### src/rtl/pcg_pkg.sv
package pcg_pkg;
  localparam int DATA_W    = 8;
  localparam int BANK_W    = 8;
  localparam int MAX_MODS  = 2 * BANK_W;
  localparam int MOD_W     = $clog2(MAX_MODS);
  localparam logic [DATA_W-1:0] POISON = 8'hDE;

  // Default contents of register r of module m.
  function automatic logic [DATA_W-1:0] reset_value(input int unsigned m, input int unsigned r);
    logic [3:0] mf;
    logic [2:0] rf;
    mf = 4'(m);
    rf = 3'(r);
    return {mf, rf, 1'b1};
  endfunction
endpackage

### src/rtl/pcg_ctrl.sv
module pcg_ctrl #(
  parameter int NUM_MODS = 12
) (
  input  logic                          clk,
  input  logic                          rst_n,
  input  logic                          ctrl_wr,
  input  logic                          bank_sel,
  input  logic [pcg_pkg::BANK_W-1:0]    wdata,
  output logic [NUM_MODS-1:0]           dis,
  output logic [NUM_MODS-1:0]           reload_pend,
  output logic [pcg_pkg::MAX_MODS-1:0]  ctrl_view
);
  localparam int BW = pcg_pkg::BANK_W;

  logic [NUM_MODS-1:0] next_dis;
  logic [NUM_MODS-1:0] clear_now;

  for (genvar m = 0; m < NUM_MODS; m++) begin : g_bit
    localparam int BANK = m / BW;
    localparam int BIT  = m % BW;
    assign next_dis[m]  = (ctrl_wr && (bank_sel == 1'(BANK))) ? wdata[BIT] : dis[m];
    assign clear_now[m] = dis[m] & ~next_dis[m];
  end

  always_ff @(posedge clk or negedge rst_n) begin
    if (!rst_n) begin
      dis         <= '0;
      reload_pend <= '0;
    end else begin
      dis         <= next_dis;
      reload_pend <= clear_now;
    end
  end

  always_comb begin
    ctrl_view = '0;
    ctrl_view[NUM_MODS-1:0] = dis;
  end
endmodule

### src/rtl/pcg_regbank.sv
module pcg_regbank #(
  parameter int MOD_ID       = 0,
  parameter int REGS_PER_MOD = 4,
  localparam int REG_W       = $clog2(REGS_PER_MOD),
  localparam int DW          = pcg_pkg::DATA_W
) (
  input  logic                       clk,
  input  logic                       rst_n,
  input  logic                       wr_hit,
  input  logic [REG_W-1:0]           reg_idx,
  input  logic [DW-1:0]              wdata,
  input  logic                       disabled,
  input  logic                       reload,
  output logic [REGS_PER_MOD*DW-1:0] regs
);
  logic write_ok;
  assign write_ok = wr_hit & ~disabled & ~reload;

  for (genvar r = 0; r < REGS_PER_MOD; r++) begin : g_reg
    localparam logic [DW-1:0] RV = pcg_pkg::reset_value(MOD_ID, r);
    always_ff @(posedge clk or negedge rst_n) begin
      if (!rst_n)
        regs[r*DW +: DW] <= RV;
      else if (reload)
        regs[r*DW +: DW] <= RV;
      else if (write_ok && (reg_idx == REG_W'(r)))
        regs[r*DW +: DW] <= wdata;
    end
  end
endmodule

### src/rtl/pcg_rdmux.sv
module pcg_rdmux #(
  parameter int NUM_MODS     = 12,
  parameter int REGS_PER_MOD = 4,
  localparam int REG_W       = $clog2(REGS_PER_MOD),
  localparam int MW          = pcg_pkg::MOD_W,
  localparam int MM          = pcg_pkg::MAX_MODS,
  localparam int DW          = pcg_pkg::DATA_W
) (
  input  logic                                clk,
  input  logic                                rst_n,
  input  logic                                rd_en,
  input  logic                                is_periph,
  input  logic                                present,
  input  logic                                bank_sel,
  input  logic [MW-1:0]                       mod_idx,
  input  logic [REG_W-1:0]                    reg_idx,
  input  logic [MM-1:0]                       ctrl_view,
  input  logic [MM-1:0]                       dead_pad,
  input  logic [NUM_MODS*REGS_PER_MOD*DW-1:0] reg_flat,
  output logic [DW-1:0]                       rdata,
  output logic                                rinvalid
);
  logic [DW-1:0] word;

  always_comb begin
    word = '0;
    for (int m = 0; m < NUM_MODS; m++)
      for (int r = 0; r < REGS_PER_MOD; r++)
        if (mod_idx == MW'(m) && reg_idx == REG_W'(r))
          word = reg_flat[(m*REGS_PER_MOD + r)*DW +: DW];
  end

  always_ff @(posedge clk or negedge rst_n) begin
    if (!rst_n) begin
      rdata    <= '0;
      rinvalid <= 1'b0;
    end else if (rd_en) begin
      if (!is_periph) begin
        rdata    <= bank_sel ? ctrl_view[MM-1 -: DW] : ctrl_view[DW-1:0];
        rinvalid <= 1'b0;
      end else if (!present || dead_pad[mod_idx]) begin
        rdata    <= pcg_pkg::POISON;
        rinvalid <= 1'b1;
      end else begin
        rdata    <= word;
        rinvalid <= 1'b0;
      end
    end
  end
endmodule

### src/rtl/pcg_gate_top.sv
module pcg_gate_top #(
  parameter int NUM_MODS     = 12,
  parameter int REGS_PER_MOD = 4,
  localparam int ADDR_W      = 1 + pcg_pkg::MOD_W + $clog2(REGS_PER_MOD)
) (
  input  logic                        clk,
  input  logic                        rst_n,
  input  logic                        bus_wr,
  input  logic                        bus_rd,
  input  logic [ADDR_W-1:0]           bus_addr,
  input  logic [pcg_pkg::DATA_W-1:0]  bus_wdata,
  output logic [pcg_pkg::DATA_W-1:0]  bus_rdata,
  output logic                        bus_rinvalid,
  output logic [NUM_MODS-1:0]         mod_clk_en
);
  localparam int REG_W = $clog2(REGS_PER_MOD);
  localparam int MW    = pcg_pkg::MOD_W;
  localparam int MM    = pcg_pkg::MAX_MODS;
  localparam int DW    = pcg_pkg::DATA_W;

  // Address decode
  logic             is_periph;
  logic [MW-1:0]    mod_idx;
  logic [REG_W-1:0] reg_idx;
  logic             present;
  logic             ctrl_wr;

  assign is_periph = bus_addr[ADDR_W-1];
  assign mod_idx   = bus_addr[REG_W +: MW];
  assign reg_idx   = bus_addr[REG_W-1:0];
  assign present   = {1'b0, mod_idx} < (MW+1)'(NUM_MODS);
  assign ctrl_wr   = bus_wr & ~is_periph;

  logic [NUM_MODS-1:0]                 dis;
  logic [NUM_MODS-1:0]                 reload_pend;
  logic [MM-1:0]                       ctrl_view;
  logic [MM-1:0]                       dead_pad;
  logic [NUM_MODS*REGS_PER_MOD*DW-1:0] reg_flat;
  logic                                write_blocked;

  pcg_ctrl #(.NUM_MODS(NUM_MODS)) ctrl_i (
    .clk         (clk),
    .rst_n       (rst_n),
    .ctrl_wr     (ctrl_wr),
    .bank_sel    (bus_addr[0]),
    .wdata       (bus_wdata),
    .dis         (dis),
    .reload_pend (reload_pend),
    .ctrl_view   (ctrl_view)
  );

  // A module counts as unpowered while disabled and during its reload cycle.
  always_comb begin
    dead_pad = '0;
    dead_pad[NUM_MODS-1:0] = dis | reload_pend;
  end

  assign write_blocked = bus_wr & is_periph & (~present | dead_pad[mod_idx]);
  assign mod_clk_en    = ~dis;

  for (genvar m = 0; m < NUM_MODS; m++) begin : g_mod
    pcg_regbank #(.MOD_ID(m), .REGS_PER_MOD(REGS_PER_MOD)) bank_i (
      .clk      (clk),
      .rst_n    (rst_n),
      .wr_hit   (bus_wr & is_periph & (mod_idx == MW'(m))),
      .reg_idx  (reg_idx),
      .wdata    (bus_wdata),
      .disabled (dis[m]),
      .reload   (reload_pend[m]),
      .regs     (reg_flat[m*REGS_PER_MOD*DW +: REGS_PER_MOD*DW])
    );
  end

  pcg_rdmux #(.NUM_MODS(NUM_MODS), .REGS_PER_MOD(REGS_PER_MOD)) rdmux_i (
    .clk       (clk),
    .rst_n     (rst_n),
    .rd_en     (bus_rd),
    .is_periph (is_periph),
    .present   (present),
    .bank_sel  (bus_addr[0]),
    .mod_idx   (mod_idx),
    .reg_idx   (reg_idx),
    .ctrl_view (ctrl_view),
    .dead_pad  (dead_pad),
    .reg_flat  (reg_flat),
    .rdata     (bus_rdata),
    .rinvalid  (bus_rinvalid)
  );
endmodule

### config.mk
export PLATFORM = sky130hd
export DESIGN_NAME = pcg_gate_top
export DESIGN_NICKNAME = d
export VERILOG_FILES = /design/src/rtl/pcg_pkg.sv /design/src/rtl/pcg_ctrl.sv /design/src/rtl/pcg_regbank.sv /design/src/rtl/pcg_rdmux.sv /design/src/rtl/pcg_gate_top.sv
export SDC_FILE = /design/constraint.sdc
export NUM_CORES = 1
export LEC_CHECK = 0
export BUFFER_PORTS_ARGS = -buffer_cell sky130_fd_sc_hd__buf_2
export CAP_MARGIN = 10
export CORE_MARGIN = 2
export CORE_UTILIZATION = 55
export CTS_CLUSTER_DIAMETER = 120
export DETAILED_ROUTE_END_ITERATION = 12
export PLACE_DENSITY = 0.77
export SKIP_CTS_REPAIR_TIMING = 1
export SYNTH_ARGS = -nofsm -noshare
export SYNTH_HDL_FRONTEND = slang
export SYNTH_SLANG_ARGS = --single-unit
export TNS_END_PERCENT = 5
### constraint.sdc
create_clock -name clk -period 2.8 [get_ports clk]
set_input_delay 0.7 -clock clk [delete_from_list [all_inputs] [get_ports clk]]
set_output_delay 0.7 -clock clk [all_outputs]
set_load 0.01 [all_outputs]
==> flow_results.xml <==
<?xml version="1.0" encoding="UTF-8"?>
<metrics>
  <group name="setup_path">
    <metric name="reg2reg_to" unit="">rdmux_i.rdata[0]</metric>
    <metric name="crit_path_frequent_cell" unit="">sky130_fd_sc_hd__buf_4</metric>
    <metric name="endpoint_kind" unit="">flip-flop</metric>
    <metric name="timing_worst_setup_path_type" unit="">input pin to flip-flop</metric>
    <metric name="ff2ff_path_depth" unit="">8</metric>
    <metric name="cp_max_fo" unit="">18</metric>
    <metric name="setup.reg_to_reg.worst_slack" unit="ns">0.32</metric>
    <metric name="critical-path-max-stage-delay" unit="ns">1.03</metric>
    <metric name="crit_arrival" unit="ns">3.15</metric>
    <metric name="cp_max_delay_cell" unit="">sky130_fd_sc_hd__a2111oi_0</metric>
    <metric name="critical_path_cell_by_cell" unit="">buf_6 &gt; buf_4 &gt; buf_4 &gt; mux2i_1 &gt; a2111oi_0 &gt; a211oi_1 &gt; and3_1 &gt; a21oi_1</metric>
    <metric name="cp.required" unit="ns">3.32</metric>
    <metric name="cp_num_buf_inv" unit="">3</metric>
    <metric name="startpoint_class" unit="">input pin</metric>
    <metric name="worst_path_dominant_cell_family" unit="">compound AO/OA/AOI/OAI gates</metric>
    <metric name="critical_path.reg2reg.startpoint" unit="">g_mod[6].bank_i.regs[0]</metric>
  </group>
  <group name="place">
    <metric name="port_buffers" unit="">39</metric>
    <metric name="pre_cts_ws" unit="ns">-0.351</metric>
    <metric name="placed_cell_area" unit="um2">25700</metric>
    <metric name="placed_cells_incl_taps" unit="">3301</metric>
    <metric name="hpwl_detailed" unit="um">61600</metric>
    <metric name="globalplace.congestion" unit="">1.06</metric>
  </group>
  <group name="detailed_routing">
    <metric name="route.vias.total" unit="">22500</metric>
    <metric name="drt-pass1-iter-count" unit="">6</metric>
    <metric name="detail_route.iter0.violations" unit="">2989</metric>
    <metric name="vias_per_cell" unit="">6.63</metric>
    <metric name="routed_wl" unit="um">86800</metric>
    <metric name="drc_errors" unit="">0</metric>
    <metric name="route.antenna.remaining_nets" unit="">0</metric>
    <metric name="detail_route.wl_per_cell" unit="um">25.6</metric>
  </group>
  <group name="grt">
    <metric name="global_route_congestion_overflow_total" unit="">0</metric>
    <metric name="grt_start_max_net_pins" unit="">97</metric>
    <metric name="vias_in_the_first_global_route" unit="">21900</metric>
    <metric name="number_of_antenna_violations_at_the_first_check_in_global_routing" unit="">4</metric>
    <metric name="global_route.usage.total" unit="%">39.8</metric>
    <metric name="first_pass_grt_wire_length" unit="um">132000</metric>
  </group>
  <group name="pwr">
    <metric name="design_power_total" unit="mW">18.0</metric>
    <metric name="irDropWorstVdd" unit="V">0.000495</metric>
    <metric name="power.static_leakage" unit="nW">12.1</metric>
    <metric name="power_density" unit="nW/um2">658</metric>
  </group>
  <group name="die">
    <metric name="dieWidth" unit="um">207</metric>
    <metric name="floorplan.io_pins" unit="">40</metric>
    <metric name="floorplan.die_area" unit="um2">42900</metric>
    <metric name="floorplan.rows" unit="">74</metric>
    <metric name="floorplan.initialDensity" unit="%">55.6</metric>
    <metric name="fp.dieH" unit="um">207</metric>
    <metric name="coreArea" unit="um2">40800</metric>
  </group>
  <group name="layout">
    <metric name="post-route-util" unit="%">67.0</metric>
    <metric name="drive_gt1_share" unit="%">25.5</metric>
    <metric name="nFillCells" unit="">3224</metric>
    <metric name="layout.nets" unit="">2837</metric>
    <metric name="multi_input_comb_area" unit="um2">11000</metric>
    <metric name="finish.cell_count_without_fillers" unit="">3390</metric>
    <metric name="regArea" unit="um2">10700</metric>
    <metric name="final_design_area_no_fill" unit="um2">27400</metric>
    <metric name="area_delta_synth_final" unit="%">20.4</metric>
  </group>
  <group name="sta">
    <metric name="period_needed" unit="ns">2.62</metric>
    <metric name="finalCritPeriodShare" unit="%">93.7</metric>
    <metric name="setup_viol" unit="">0</metric>
    <metric name="tns" unit="ns">0</metric>
    <metric name="pin_slew_with_the_least_headroom_to_its_limit" unit="ns">1.16</metric>
    <metric name="slew_headroom" unit="%">20.4</metric>
    <metric name="fmax" unit="MHz">381</metric>
    <metric name="final.setup.worst_slack" unit="ns">0.176</metric>
    <metric name="worst_clock_skew" unit="ns">0.0281</metric>
    <metric name="rsz_0062_raised_after_global_routing" unit="">false</metric>
    <metric name="final-hold-violation-count" unit="">0</metric>
    <metric name="timing.hold.ws" unit="ns">0.490</metric>
    <metric name="final_max_slew_viol_count" unit="">0</metric>
  </group>
  <group name="synthesis">
    <metric name="netlist.top_cell.by_area" unit="">sky130_fd_sc_hd__dfrtp_1</metric>
    <metric name="post-synth-top-area-fraction" unit="%">26.5</metric>
    <metric name="synthCells" unit="">2601</metric>
    <metric name="synth_ff_type" unit="">sky130_fd_sc_hd__dfrtp_1</metric>
    <metric name="postSynth.asyncResetShare" unit="%">100</metric>
    <metric name="synthesis.yosys.warnings" unit="">0</metric>
    <metric name="avgSynthCellArea" unit="um2">8.73</metric>
    <metric name="yosysSeqAreaShare" unit="%">46.9</metric>
    <metric name="number_of_synthesized_flops_with_an_enable_pin" unit="">0</metric>
    <metric name="ys_top_cells_by_area" unit="">sky130_fd_sc_hd__dfrtp_1 27%, sky130_fd_sc_hd__dfstp_2 20%, sky130_fd_sc_hd__nand2_1 8.7%</metric>
    <metric name="synth-seq-cells" unit="">417</metric>
    <metric name="postSynthNetCount" unit="">2620</metric>
    <metric name="synth.cell_area" unit="um2">22700</metric>
    <metric name="ys_types" unit="">91</metric>
  </group>
  <group name="clocking">
    <metric name="clock_insertion_delay_worst_skew" unit="ns">0.62</metric>
    <metric name="cts_tree" unit="">yes</metric>
    <metric name="numClockSinks" unit="">417</metric>
    <metric name="cts_htree_levels" unit="">2</metric>
    <metric name="root_buffer" unit="">sky130_fd_sc_hd__clkbuf_16</metric>
    <metric name="clk_pin_slew_worst_setup_hold_paths" unit="ns">0.06</metric>
    <metric name="cts_buffers" unit="">46</metric>
    <metric name="ctsLongestPathBuffers" unit="">3</metric>
  </group>
  <group name="hold_path">
    <metric name="worst_hold_path_type" unit="">flip-flop to flip-flop</metric>
    <metric name="hold_path_startpoint" unit="">g_mod[11].bank_i.regs[29]</metric>
    <metric name="timing.hold.worst_path_depth" unit="">2</metric>
    <metric name="hold-path-endpoint" unit="">g_mod[11].bank_i.regs[29]</metric>
  </group>
  <group name="flow_run">
    <metric name="cap_viol_max_count" unit="">0</metric>
  </group>
  <group name="status">
    <metric name="run_status" unit="">completed</metric>
  </group>
</metrics>
synthesized netlist by cell type (8+ instances only):
cell,n
sky130_fd_sc_hd__a21oi_1,249
sky130_fd_sc_hd__nand3b_1,104
sky130_fd_sc_hd__nand2_1,526
sky130_fd_sc_hd__a22oi_1,23
sky130_fd_sc_hd__a211o_1,55
sky130_fd_sc_hd__nor3_1,49
sky130_fd_sc_hd__o211ai_1,20
sky130_fd_sc_hd__nor2_1,162
sky130_fd_sc_hd__mux2_2,26
sky130_fd_sc_hd__nor2b_1,29
sky130_fd_sc_hd__a31oi_1,12
sky130_fd_sc_hd__and3_1,21
sky130_fd_sc_hd__o21ai_0,79
sky130_fd_sc_hd__dfrtp_1,241
sky130_fd_sc_hd__a2bb2oi_1,8
sky130_fd_sc_hd__buf_1,12
sky130_fd_sc_hd__clkbuf_1,142
sky130_fd_sc_hd__a2111oi_0,9
sky130_fd_sc_hd__o22ai_1,35
sky130_fd_sc_hd__mux2i_1,78
sky130_fd_sc_hd__buf_4,13
sky130_fd_sc_hd__buf_2,63
sky130_fd_sc_hd__a221oi_1,10
sky130_fd_sc_hd__a211oi_1,9
sky130_fd_sc_hd__and2_1,12
sky130_fd_sc_hd__nand2b_1,10
sky130_fd_sc_hd__inv_1,27
sky130_fd_sc_hd__o21a_1,9
sky130_fd_sc_hd__dfstp_2,176
sky130_fd_sc_hd__nand3_1,212
sky130_fd_sc_hd__o221ai_1,8
cell type report:
type	count	area share (%)
Antenna cell	2	0.0183
Clock buffer	66	5.04
Clock inverter	20	0.846
Inverter	33	0.453
Multi-Input combinational cell	1919	40.1
Sequential cell	417	39.0
Tap cell	532	2.43
Timing Repair Buffer	401	12.1
tightest hold or removal path, stage by stage (launching register included):
cell	delay, ns
sky130_fd_sc_hd__dfstp_2	0.37
sky130_fd_sc_hd__nand2_1	0.05
sky130_fd_sc_hd__nand3_1	0.07
worst max-delay path by stage:
stage           startpoint               end  slack (ns)  depth (start not counted)
6_report       bus_addr[1]  rdmux_i.rdata[4]        0.18                          8
5_1_grt        bus_addr[2]  rdmux_i.rdata[1]        0.12                         10
4_1_cts        bus_addr[5]  rdmux_i.rdata[1]        0.25                         12
3_5_place_dp   bus_addr[5]  rdmux_i.rdata[1]       -0.35                         12
3_3_place_gp   bus_addr[5]  rdmux_i.rdata[0]       -0.34                         11
2_1_floorplan  bus_addr[4]  rdmux_i.rdata[1]        0.24                         10
logic make-up (layout without fill, tap and decap cells):
kind of cell	Yosys count	in the layout	share of synthesized area (%)
AND/OR/NAND/NOR	1193	1193	25.3
other	0	2	0
buffers and inverters	265	520	5.01
AO/OA/AOI/OAI	616	616	17.5
multiplexers	109	109	5.22
flip-flops	417	417	46.9
XOR/XNOR	1	1	0.0386
flip-flops by register name, summed over array words and instances, names as in the netlist:
signal	count
ctrl_i.dis	12
ctrl_i.reload_pend	12
g_mod.bank_i.regs	384
rdmux_i.rdata	8
rdmux_i.rinvalid	1
where the power goes:
group	internal (mW)	switching, mW	total, mW	leakage [nW]
Combinational	1.31	1.76	3.06	6.18
Clock	3.80	2.66	6.46	0.798
Sequential	7.60	0.876	8.48	5.15
Total	12.7	5.29	18.0	12.1
routing by layer:
| layer | vias to the layer above | global-route usage [%] | routed length (um) |
|---|---|---|---|
| met3 | 289 | 7.94 | 9750 |
| met1 | 11000 | 55.0 | 33900 |
| met2 | 1490 | 60.0 | 38600 |
| met4 | 0 | 19.5 | 4560 |
| met5 | - | 0 | 0 |
| li1 | 9674 | - | - |
placed cells by master (no fill, tap or decap), drive strengths merged, types with 12 or more instances in the layout:
master,synthesis,layout
nand2,527,527
buf,90,400
a21oi,250,250
dfrtp,241,241
nand3,212,212
dfstp,176,176
nor2,166,166
nand3b,104,104
o21ai,83,83
mux2i,78,78
clkbuf,142,66
a211o,55,55
nor3,49,49
o22ai,35,35
inv,29,30
nor2b,29,29
mux2,26,26
a22oi,23,23
and3,21,21
o211ai,20,20
clkinv,4,17
and2,13,13
a31oi,12,12
No activity file was read; power rests on OpenSTA's default activity.
